`config.mk`:
```
export PLATFORM = sky130hd
export DESIGN_NAME = raster_irq_timer
export DESIGN_NICKNAME = d
export VERILOG_FILES = /design/src/rtl/raster_irq_pkg.sv /design/src/rtl/raster_cfg_regs.sv /design/src/rtl/raster_match.sv /design/src/rtl/raster_delay.sv /design/src/rtl/raster_irq_timer.sv
export SDC_FILE = /design/constraint.sdc
export NUM_CORES = 1
export LEC_CHECK = 0
export CAP_MARGIN = 20
export CORE_MARGIN = 10
export CORE_UTILIZATION = 40
export DETAILED_ROUTE_END_ITERATION = 16
export PLACE_DENSITY = 0.63
export SYNTH_ARGS = -nofsm -noshare
export SYNTH_HDL_FRONTEND = slang
export SYNTH_SLANG_ARGS = --single-unit
```
`constraint.sdc`:
```
create_clock -name clk -period 2.3 [get_ports clk]
set_input_delay 0.46 -clock clk [delete_from_list [all_inputs] [get_ports clk]]
set_output_delay 0.46 -clock clk [all_outputs]
set_load 0.02 [all_outputs]
```
`src/rtl/raster_irq_pkg.sv`:
```
package raster_irq_pkg;

    localparam int CNT_W     = 4;
    localparam int DLY_VERT  = 10;
    localparam int DLY_HORZ  = 14;
    localparam int DLY_NMI   = 2;

    typedef enum logic [1:0] {
        SEL_ENABLE = 2'd0,
        SEL_HCMP   = 2'd1,
        SEL_VCMP   = 2'd2,
        SEL_NONE   = 2'd3
    } cfg_sel_e;

    typedef enum logic [1:0] {
        MODE_OFF,
        MODE_VERT,
        MODE_HORZ,
        MODE_BOTH
    } irq_mode_e;

    // packed: horz is bit 2, vert bit 1, nmi bit 0
    typedef struct packed {
        logic horz;
        logic vert;
        logic nmi;
    } int_enable_t;

    function automatic irq_mode_e mode_of(int_enable_t e);
        case ({e.vert, e.horz})
            2'b10:   return MODE_VERT;
            2'b01:   return MODE_HORZ;
            2'b11:   return MODE_BOTH;
            default: return MODE_OFF;
        endcase
    endfunction

    function automatic logic [CNT_W-1:0] delay_of(irq_mode_e m);
        if (m == MODE_VERT) return CNT_W'(DLY_VERT);
        return CNT_W'(DLY_HORZ);
    endfunction

endpackage

```
`src/rtl/raster_cfg_regs.sv`:
```
module raster_cfg_regs
    import raster_irq_pkg::*;
#(
    parameter int H_W = 11,
    parameter int V_W = 9,
    parameter int D_W = 16
) (
    input  logic             clk,
    input  logic             rst,
    input  logic             we,
    input  logic [1:0]       sel,
    input  logic [D_W-1:0]   wdata,
    output int_enable_t      en,
    output logic [H_W-1:0]   hcmp,
    output logic [V_W-1:0]   vcmp,
    output logic             irq_off_wr
);

    cfg_sel_e s;
    assign s = cfg_sel_e'(sel);

    always_ff @(posedge clk) begin
        if (rst) begin
            en   <= '0;
            hcmp <= '0;
            vcmp <= '0;
        end else if (we) begin
            case (s)
                SEL_ENABLE: en   <= int_enable_t'(wdata[2:0]);
                SEL_HCMP:   hcmp <= wdata[H_W-1:0];
                SEL_VCMP:   vcmp <= wdata[V_W-1:0];
                default: ;
            endcase
        end
    end

    assign irq_off_wr = we && (s == SEL_ENABLE) && (wdata[2:1] == 2'b00);


    cfg_write_lands_chk: assert property (@(posedge clk) disable iff (rst)
        (we && s == SEL_HCMP) |=> (hcmp == $past(wdata[H_W-1:0])));

endmodule

```
`src/rtl/raster_match.sv`:
```
module raster_match
    import raster_irq_pkg::*;
#(
    parameter int H_W      = 11,
    parameter int V_W      = 9,
    parameter int NMI_LINE = 225,
    parameter int NMI_DOT  = 0
) (
    input  logic             clk,
    input  logic             rst,
    input  logic [H_W-1:0]   beam_h,
    input  logic [V_W-1:0]   beam_v,
    input  int_enable_t      en,
    input  logic [H_W-1:0]   hcmp,
    input  logic [V_W-1:0]   vcmp,
    output logic             irq_match,
    output logic [CNT_W-1:0] irq_delay,
    output logic             nmi_match
);

    irq_mode_e mode;
    logic      v_hit, h_hit, cond, cond_q;

    assign mode  = mode_of(en);
    assign v_hit = (beam_v == vcmp);
    assign h_hit = (beam_h == hcmp);

    always_comb begin
        case (mode)
            MODE_VERT: cond = v_hit;
            MODE_HORZ: cond = h_hit;
            MODE_BOTH: cond = v_hit && h_hit;
            default:   cond = 1'b0;
        endcase
    end

    always_ff @(posedge clk) begin
        if (rst) cond_q <= 1'b0;
        else     cond_q <= cond;
    end

    assign irq_match = cond && !cond_q;
    assign irq_delay = delay_of(mode);
    assign nmi_match = en.nmi && (beam_v == V_W'(NMI_LINE))
                              && (beam_h == H_W'(NMI_DOT));


    off_mode_quiet_chk: assert property (@(posedge clk) disable iff (rst)
        (!en.vert && !en.horz) |-> !irq_match);

endmodule

```
`src/rtl/raster_delay.sv`:
```
module raster_delay
    import raster_irq_pkg::*;
(
    input  logic             clk,
    input  logic             rst,
    input  logic             cancel,
    input  logic             load,
    input  logic [CNT_W-1:0] load_val,
    output logic             fire
);

    logic             busy;
    logic [CNT_W-1:0] cnt;

    always_ff @(posedge clk) begin
        if (rst || cancel) begin
            busy <= 1'b0;
            cnt  <= '0;
        end else if (busy) begin
            if (cnt == CNT_W'(1)) busy <= 1'b0;
            cnt <= cnt - CNT_W'(1);
        end else if (load) begin
            busy <= 1'b1;
            cnt  <= load_val - CNT_W'(1);
        end
    end

    assign fire = busy && (cnt == CNT_W'(1));


    countdown_step_chk: assert property (@(posedge clk) disable iff (rst)
        (busy && !cancel && cnt != CNT_W'(1)) |=> (busy && cnt == $past(cnt) - CNT_W'(1)));


    cancel_idle_chk: assert property (@(posedge clk) disable iff (rst)
        cancel |=> !busy);

endmodule

```
`src/rtl/raster_irq_timer.sv`:
```
module raster_irq_timer
    import raster_irq_pkg::*;
#(
    parameter int H_W       = 11,
    parameter int V_W       = 9,
    parameter int D_W       = 16,
    parameter int LINE_CLKS = 1364,
    parameter int NMI_LINE  = 225,
    parameter int NMI_DOT   = 0
) (
    input  logic           clk,
    input  logic           rst,
    input  logic           cfg_we,
    input  logic [1:0]     cfg_sel,
    input  logic [D_W-1:0] cfg_wdata,
    input  logic [H_W-1:0] beam_h,
    input  logic [V_W-1:0] beam_v,
    input  logic           irq_ack,
    input  logic           nmi_ack,
    output logic           irq,
    output logic           nmi_req
);

    localparam logic [CNT_W-1:0] NMI_LOAD = CNT_W'(DLY_NMI);

    int_enable_t      en;
    logic [H_W-1:0]   hcmp;
    logic [V_W-1:0]   vcmp;
    logic             irq_off_wr;
    logic             irq_match, nmi_match;
    logic [CNT_W-1:0] irq_delay;
    logic             irq_fire, nmi_fire;

    raster_cfg_regs #(.H_W(H_W), .V_W(V_W), .D_W(D_W)) u_regs (
        .clk(clk), .rst(rst), .we(cfg_we), .sel(cfg_sel), .wdata(cfg_wdata),
        .en(en), .hcmp(hcmp), .vcmp(vcmp), .irq_off_wr(irq_off_wr)
    );

    raster_match #(.H_W(H_W), .V_W(V_W), .NMI_LINE(NMI_LINE), .NMI_DOT(NMI_DOT)) u_match (
        .clk(clk), .rst(rst), .beam_h(beam_h), .beam_v(beam_v),
        .en(en), .hcmp(hcmp), .vcmp(vcmp),
        .irq_match(irq_match), .irq_delay(irq_delay), .nmi_match(nmi_match)
    );

    raster_delay u_irq_dly (
        .clk(clk), .rst(rst), .cancel(irq_off_wr),
        .load(irq_match), .load_val(irq_delay), .fire(irq_fire)
    );

    raster_delay u_nmi_dly (
        .clk(clk), .rst(rst), .cancel(1'b0),
        .load(nmi_match), .load_val(NMI_LOAD), .fire(nmi_fire)
    );

    always_ff @(posedge clk) begin
        if (rst || irq_off_wr) irq <= 1'b0;
        else if (irq_fire)     irq <= 1'b1;
        else if (irq_ack)      irq <= 1'b0;
    end

    always_ff @(posedge clk) begin
        if (rst)           nmi_req <= 1'b0;
        else if (nmi_fire) nmi_req <= 1'b1;
        else if (nmi_ack)  nmi_req <= 1'b0;
    end


    irq_hold_chk: assert property (@(posedge clk) disable iff (rst)
        (irq && !irq_ack && !irq_off_wr) |=> irq);


    irq_rise_src_chk: assert property (@(posedge clk) disable iff (rst)
        $rose(irq) |-> $past(irq_fire));


    nmi_hold_chk: assert property (@(posedge clk) disable iff (rst)
        (nmi_req && !nmi_ack) |=> nmi_req);


    nmi_rise_src_chk: assert property (@(posedge clk) disable iff (rst)
        $rose(nmi_req) |-> $past(nmi_fire));


    beam_range_chk: assert property (@(posedge clk) disable iff (rst)
        (int'(beam_h) < LINE_CLKS));

endmodule

```
==> flow_metrics.tcl, run 1 <==
set metrics [dict create \
    status "finished clean" \
    die-height_um 86.2 \
    cap_violations 0 \
    fin_skew_ns 0.00622 \
    syn_nets 232 \
    drtPass1Iterations 4 \
    gr-total-overflow 0 \
    synthArstFlopShare_pct 0 \
    final_hold_viol_count 0 \
    wl_um 4250 \
    wire_per_inst_um 14.9 \
    synth_warnings 0 \
    drive_gt1_share_pct 8.97 \
    core-area_mm2 0.00429 \
    pin_count 45 \
    drc 0 \
    cts_buffers 5 \
    grtUsageTotal_pct 12.2 \
    hpwl_um 3410 \
    max_freq_mhz 493 \
    num_vias 1431 \
    avgSynthCellArea_um2 9.48 \
    grt_setup_unrepaired "false" \
    ys_ff_latch 36 \
    critPathSlowestCell "or4_4" \
    die_w_um 86.2 \
    hp-class "reg -> reg" \
    path_clk_slew_ns 0.07 \
    clockRootBuffer "clkbuf_8" \
    worstSetupEndpointType "flip-flop" \
    ir_drop_mv 0.384 \
    grt_antenna_before_repair 0 \
    start_util_pct 40.9 \
    nets 281 \
    fin_util_pct 54.6 \
    tns_ns 0 \
    finalCritPeriodShare_pct 88.2 \
    mostFrequentLayoutCell "clkdlybuf4s50_1" \
    setup_viol 0 \
    synth_area_mm2 0.00175 \
    maxSlewHeadroom_pct 72.4 \
    path_max_fanout 5 \
    holdPathStages 2 \
    gp_congestion 0.790 \
    clock_latency_ns 0.28 \
    multi_input_area_um2 991 \
    slowest_delay_ns 0.50 \
    diodes 0 \
    p_per_area_mw_per_mm2 565 \
    ys_types 36 \
    die_area_mm2 0.00743 \
    fillers 417 \
    syn_inst 185 \
    io_buffers 39 \
    regArea_um2 721 \
    cts_resized 0 \
    final_max_slew_viol_count 0 \
    clock-sinks 36 \
    ant_nets 0 \
    critPathLaunchType "input port" \
    cts_max_path_buffers 2 \
    grt_max_degree 32 \
    final_cell_mix "clkdlybuf4s50_1 (39), dfxtp_1 (36), nor2_1 (32)" \
    p_leak_nw 0.960 \
    grt_pass1_vias 1518 \
    crit_required_ns 2.46 \
    tritoncts "built" \
    areaGrowthSynthToFinish_pct 33.7 \
    crit_arrival_ns 2.19 \
    yosysSeqAreaShare_pct 41.1 \
    grt_pass1_wl_um 7230 \
    via_per_inst 5.00 \
    synth-main-ff-cell "dfxtp_1" \
    tightestPinTransition_ns 0.409 \
    period_needed_ns 2.03 \
    reg2reg_depth 5 \
    ctsHtreeMaxLevel 2 \
    synth-edff-count 0 \
    hold_buffers 0 \
    drt_iter0_markers 48 \
    worstSetupPathType "in -> reg" \
    post_cts_buffers 0 \
    rows 24 \
    crit_chain "clkdlybuf4s50_1 -> or4_4 -> nor4b_2 -> a41oi_2 -> o21ai_1 -> a21oi_1" \
]
critical path, delay by kind of cell:
family | cells | cell delay [ns]
and+or+nand+nor | 2 | 0.75
AOI/OAI and AO/OA | 3 | 0.50
buffers and inverters | 1 | 0.47
routing by layer:
| layer | part of all wire [%] | vias to the layer above | global-route usage, % |
|---|---|---|---|
| li1 | - | 745 | - |
| met2 | 50 | 30 | 20.5 |
| met5 | 0 | - | 0 |
| met4 | 1.2 | 0 | 4.86 |
| met1 | 44 | 651 | 14.5 |
| met3 | 4.4 | 5 | 3.19 |
state kept, by name, summed over array words and instances, names as in the netlist:
name	count
irq	1
u_nmi_dly.cnt	4
u_irq_dly.cnt	4
u_regs.vcmp	9
u_match.cond_q	1
u_irq_dly.busy	1
u_regs.en	3
u_regs.hcmp	11
nmi_req	1
u_nmi_dly.busy	1
path summary, 6_finish.rpt:
kind,from,endpoint,slack [ns]
hold / removal,irq,irq,0.47
setup reg to reg,u_regs.vcmp[0],u_irq_dly.cnt[1],0.73
setup / recovery,beam_h[9],u_nmi_dly.cnt[2],0.27
hold reg to reg,irq,irq,0.47
layout make-up:
type / instances / area share [%]
clock buffer: 7 / 4.11
inverter: 6 / 0.960
multi-input combinational: 138 / 42.2
sequential: 36 / 30.7
tap: 52 / 2.77
timing repair buffer: 47 / 19.2
stage by stage:
stage | setup slack, ns | total power [mW] | cells | hold slack (ns) | cell area [um^2]
final | 0.271 | 1.32 | 286 | 0.473 | 2350
after global routing | 0.184 | 1.40 | 286 | 0.491 | 2350
after CTS | 0.249 | 1.35 | 286 | 0.478 | 2350
after detailed placement | -0.0526 | 0.866 | 279 | 0.467 | 2250
after global placement | -0.0387 | 0.864 | 279 | 0.461 | 2250
after floorplan | 0.532 | 0.760 | 185 | 0.452 | 1750
where the power goes:
part	leakage [nW]	switching [mW]	internal, mW
logic	0.618	0.0766	0.114
clock network	0.0503	0.208	0.267
registers	0.292	0.0173	0.643
total	0.960	0.302	1.02
cells by family after synthesis:
group / synth area share [%]
fa+ha+maj: 2.85
flops: 41.1
compound gates: 8.13
mux: 13.1
buf+inv: 2.42
xor+xnor: 12.0
simple gates: 20.4
synth_stat cells (2+ instances only):
library cell / number / area share [%]
a21oi_1: 6 / 1.7
clkbuf_1: 4 / 0.86
dfxtp_1: 36 / 41
ha_1: 4 / 2.9
inv_1: 6 / 1.3
mux2i_1: 23 / 13
nand2_1: 3 / 0.64
nand2b_1: 2 / 0.71
nand3_1: 3 / 0.86
nand3b_1: 3 / 1.3
nand4_1: 4 / 1.4
nor2_1: 32 / 6.8
nor3_1: 5 / 1.4
nor3b_1: 3 / 1.3
nor4_1: 5 / 1.8
o21ai_0: 4 / 1.1
xnor2_1: 14 / 7.0
xor2_1: 10 / 5.0
No activity file was read; power rests on OpenSTA's default activity.
==> inputs of run 2 (changes only) <==
--- a/config.mk
+++ b/config.mk
@@ -6,10 +6,10 @@
 export NUM_CORES = 1
 export LEC_CHECK = 0
 export CAP_MARGIN = 20
-export CORE_MARGIN = 10
+export CORE_MARGIN = 1.5
 export CORE_UTILIZATION = 40
 export DETAILED_ROUTE_END_ITERATION = 16
-export PLACE_DENSITY = 0.63
+export PLACE_DENSITY = 0.69
 export SYNTH_ARGS = -nofsm -noshare
 export SYNTH_HDL_FRONTEND = slang
 export SYNTH_SLANG_ARGS = --single-unit
==> flow_metrics.tcl, run 2 (same netlist as run 1, synthesis figures left out) <==
set metrics [dict create \
    status "finished clean" \
    crit_chain "clkdlybuf4s50_1 -> or4_4 -> nor4b_2 -> a41oi_2 -> o21ai_1 -> a21oi_1" \
    ir_drop_mv 0.358 \
    ant_nets 0 \
    pin_count 45 \
    r2r_slack_ns 0.66 \
    final_cell_mix "clkdlybuf4s50_1 (39), dfxtp_1 (36), nor2_1 (32)" \
    final_area_mm2 0.00234 \
    die-height_um 69.2 \
    worstSetupPathType "in -> reg" \
    drt_iter0_markers 63 \
    setup_viol 0 \
    wire_per_inst_um 13.3 \
    gr-total-overflow 0 \
    power_mw 1.32 \
    die_area_mm2 0.00479 \
    via_per_inst 5.11 \
    start_util_pct 42.6 \
    r2r-start "u_regs.vcmp[0]" \
    grt_pass1_wl_um 6470 \
    hpwl_um 2900 \
    post_cts_buffers 0 \
    fin_util_pct 56.8 \
    crit_required_ns 2.47 \
    critPathSlowestCell "or4_4" \
    reg2reg_depth 5 \
    crit_start "beam_h[7]" \
    io_buffers 39 \
    cts_buffers 5 \
    p_per_area_mw_per_mm2 563 \
    largest_reg_flops 11 \
    period_needed_ns 2.03 \
    clock_latency_ns 0.29 \
    final_hold_viol_count 0 \
    fin_skew_ns 0.00266 \
    hold_buffers 0 \
    worst-path-buf-inv 1 \
    path_max_fanout 5 \
    worstSetupEndpointType "flip-flop" \
    crit_end "u_nmi_dly.cnt[2]" \
    grt_setup_unrepaired "false" \
    max_freq_mhz 492 \
    largest-register "u_regs.hcmp" \
    critPathLaunchType "input port" \
    finalCritPeriodShare_pct 88.3 \
    crit_family "simple AND/OR/NAND/NOR gates" \
    cts_max_path_buffers 2 \
    wl_met1_um 1840 \
    post_dp_cell_area_mm2 0.00225 \
    wl_met3_um 193 \
    cap_violations 0 \
    crit_arrival_ns 2.20 \
    die_w_um 69.2 \
    tritoncts "built" \
    hp-class "reg -> reg" \
    met2_length_um 1710 \
    clockRootBuffer "clkbuf_8" \
    cts_resized 0 \
    reg.largest.list "u_regs.hcmp x11, u_regs.vcmp x9" \
    slowest_delay_ns 0.55 \
    wl_um 3800 \
    cp.depth 6 \
    gp_congestion 0.865 \
    top_layer_used "met4" \
    maxSlewHeadroom_pct 66.5 \
    p_leak_nw 0.955 \
    ctsHtreeMaxLevel 2 \
    grt_pass1_vias 1356 \
    mostFrequentLayoutCell "clkdlybuf4s50_1" \
    diodes 0 \
    grt_max_degree 32 \
    rows 23 \
    drive_gt1_share_pct 8.51 \
    drc 0 \
    clock-sinks 36 \
    areaGrowthSynthToFinish_pct 33.2 \
    final_max_slew_viol_count 0 \
    path_clk_slew_ns 0.07 \
    drtPass1Iterations 4 \
    num_vias 1455 \
    core-area_mm2 0.00412 \
    grtUsageTotal_pct 17.0 \
    tightestPinTransition_ns 0.498 \
    grt_antenna_before_repair 0 \
    timing.rr.end "u_irq_dly.cnt[1]" \
    nets 281 \
]
run 2: worst min-delay path by stage:
| stage | start | end | slack (ns) | cells past startpoint |
|---|---|---|---|---|
| floorplan | u_regs.en[0] | u_regs.en[0] | 0.45 | 2 |
| global placement | nmi_req | nmi_req | 0.47 | 2 |
| detailed placement | irq | irq | 0.47 | 2 |
| CTS | irq | irq | 0.48 | 2 |
| global route | irq | irq | 0.50 | 2 |
| finish | irq | irq | 0.47 | 2 |
run 2: where the power goes:
group          total [mW]  switching (mW)  internal [mW]
clock               0.465           0.221          0.244
combinational       0.191          0.0770          0.114
sequential          0.660          0.0170          0.643
total                1.32           0.315           1.00
run 2: area by class of cell:
| class | count | area, um^2 |
|---|---|---|
| fill | 376 | 1780 |
| multi-input combinational | 138 | 991 |
| sequential | 36 | 721 |
| timing repair buffer | 47 | 450 |
| clock buffer | 8 | 90.1 |
| tap | 50 | 62.6 |
| inverter | 6 | 22.5 |
run 2: metal layers:
| layer | track usage [%] | vias to the layer above |
|---|---|---|
| met5 | 0 | - |
| met4 | 5.88 | 0 |
| met3 | 5.52 | 6 |
| met2 | 24.9 | 33 |
| met1 | 23.6 | 671 |
| li1 | - | 745 |
run 2: per-stage QoR:
step | TNS [ns] | hold slack (ns) | worst slack (ns) | std cells
after floorplan | 0 | 0.452 | 0.532 | 185
after global placement | -0.00911 | 0.466 | -0.00632 | 277
after detailed placement | -0.0871 | 0.473 | -0.0486 | 277
after CTS | 0 | 0.481 | 0.272 | 285
after global routing | 0 | 0.503 | 0.154 | 285
final | 0 | 0.471 | 0.268 | 285
run 2: worst reg2reg max path: cells and delay by family (launching register included):
kind	cells	cell delay, ns
compound gates	2	0.52
xor+xnor	1	0.16
simple gates	2	0.51
flops	1	0.33
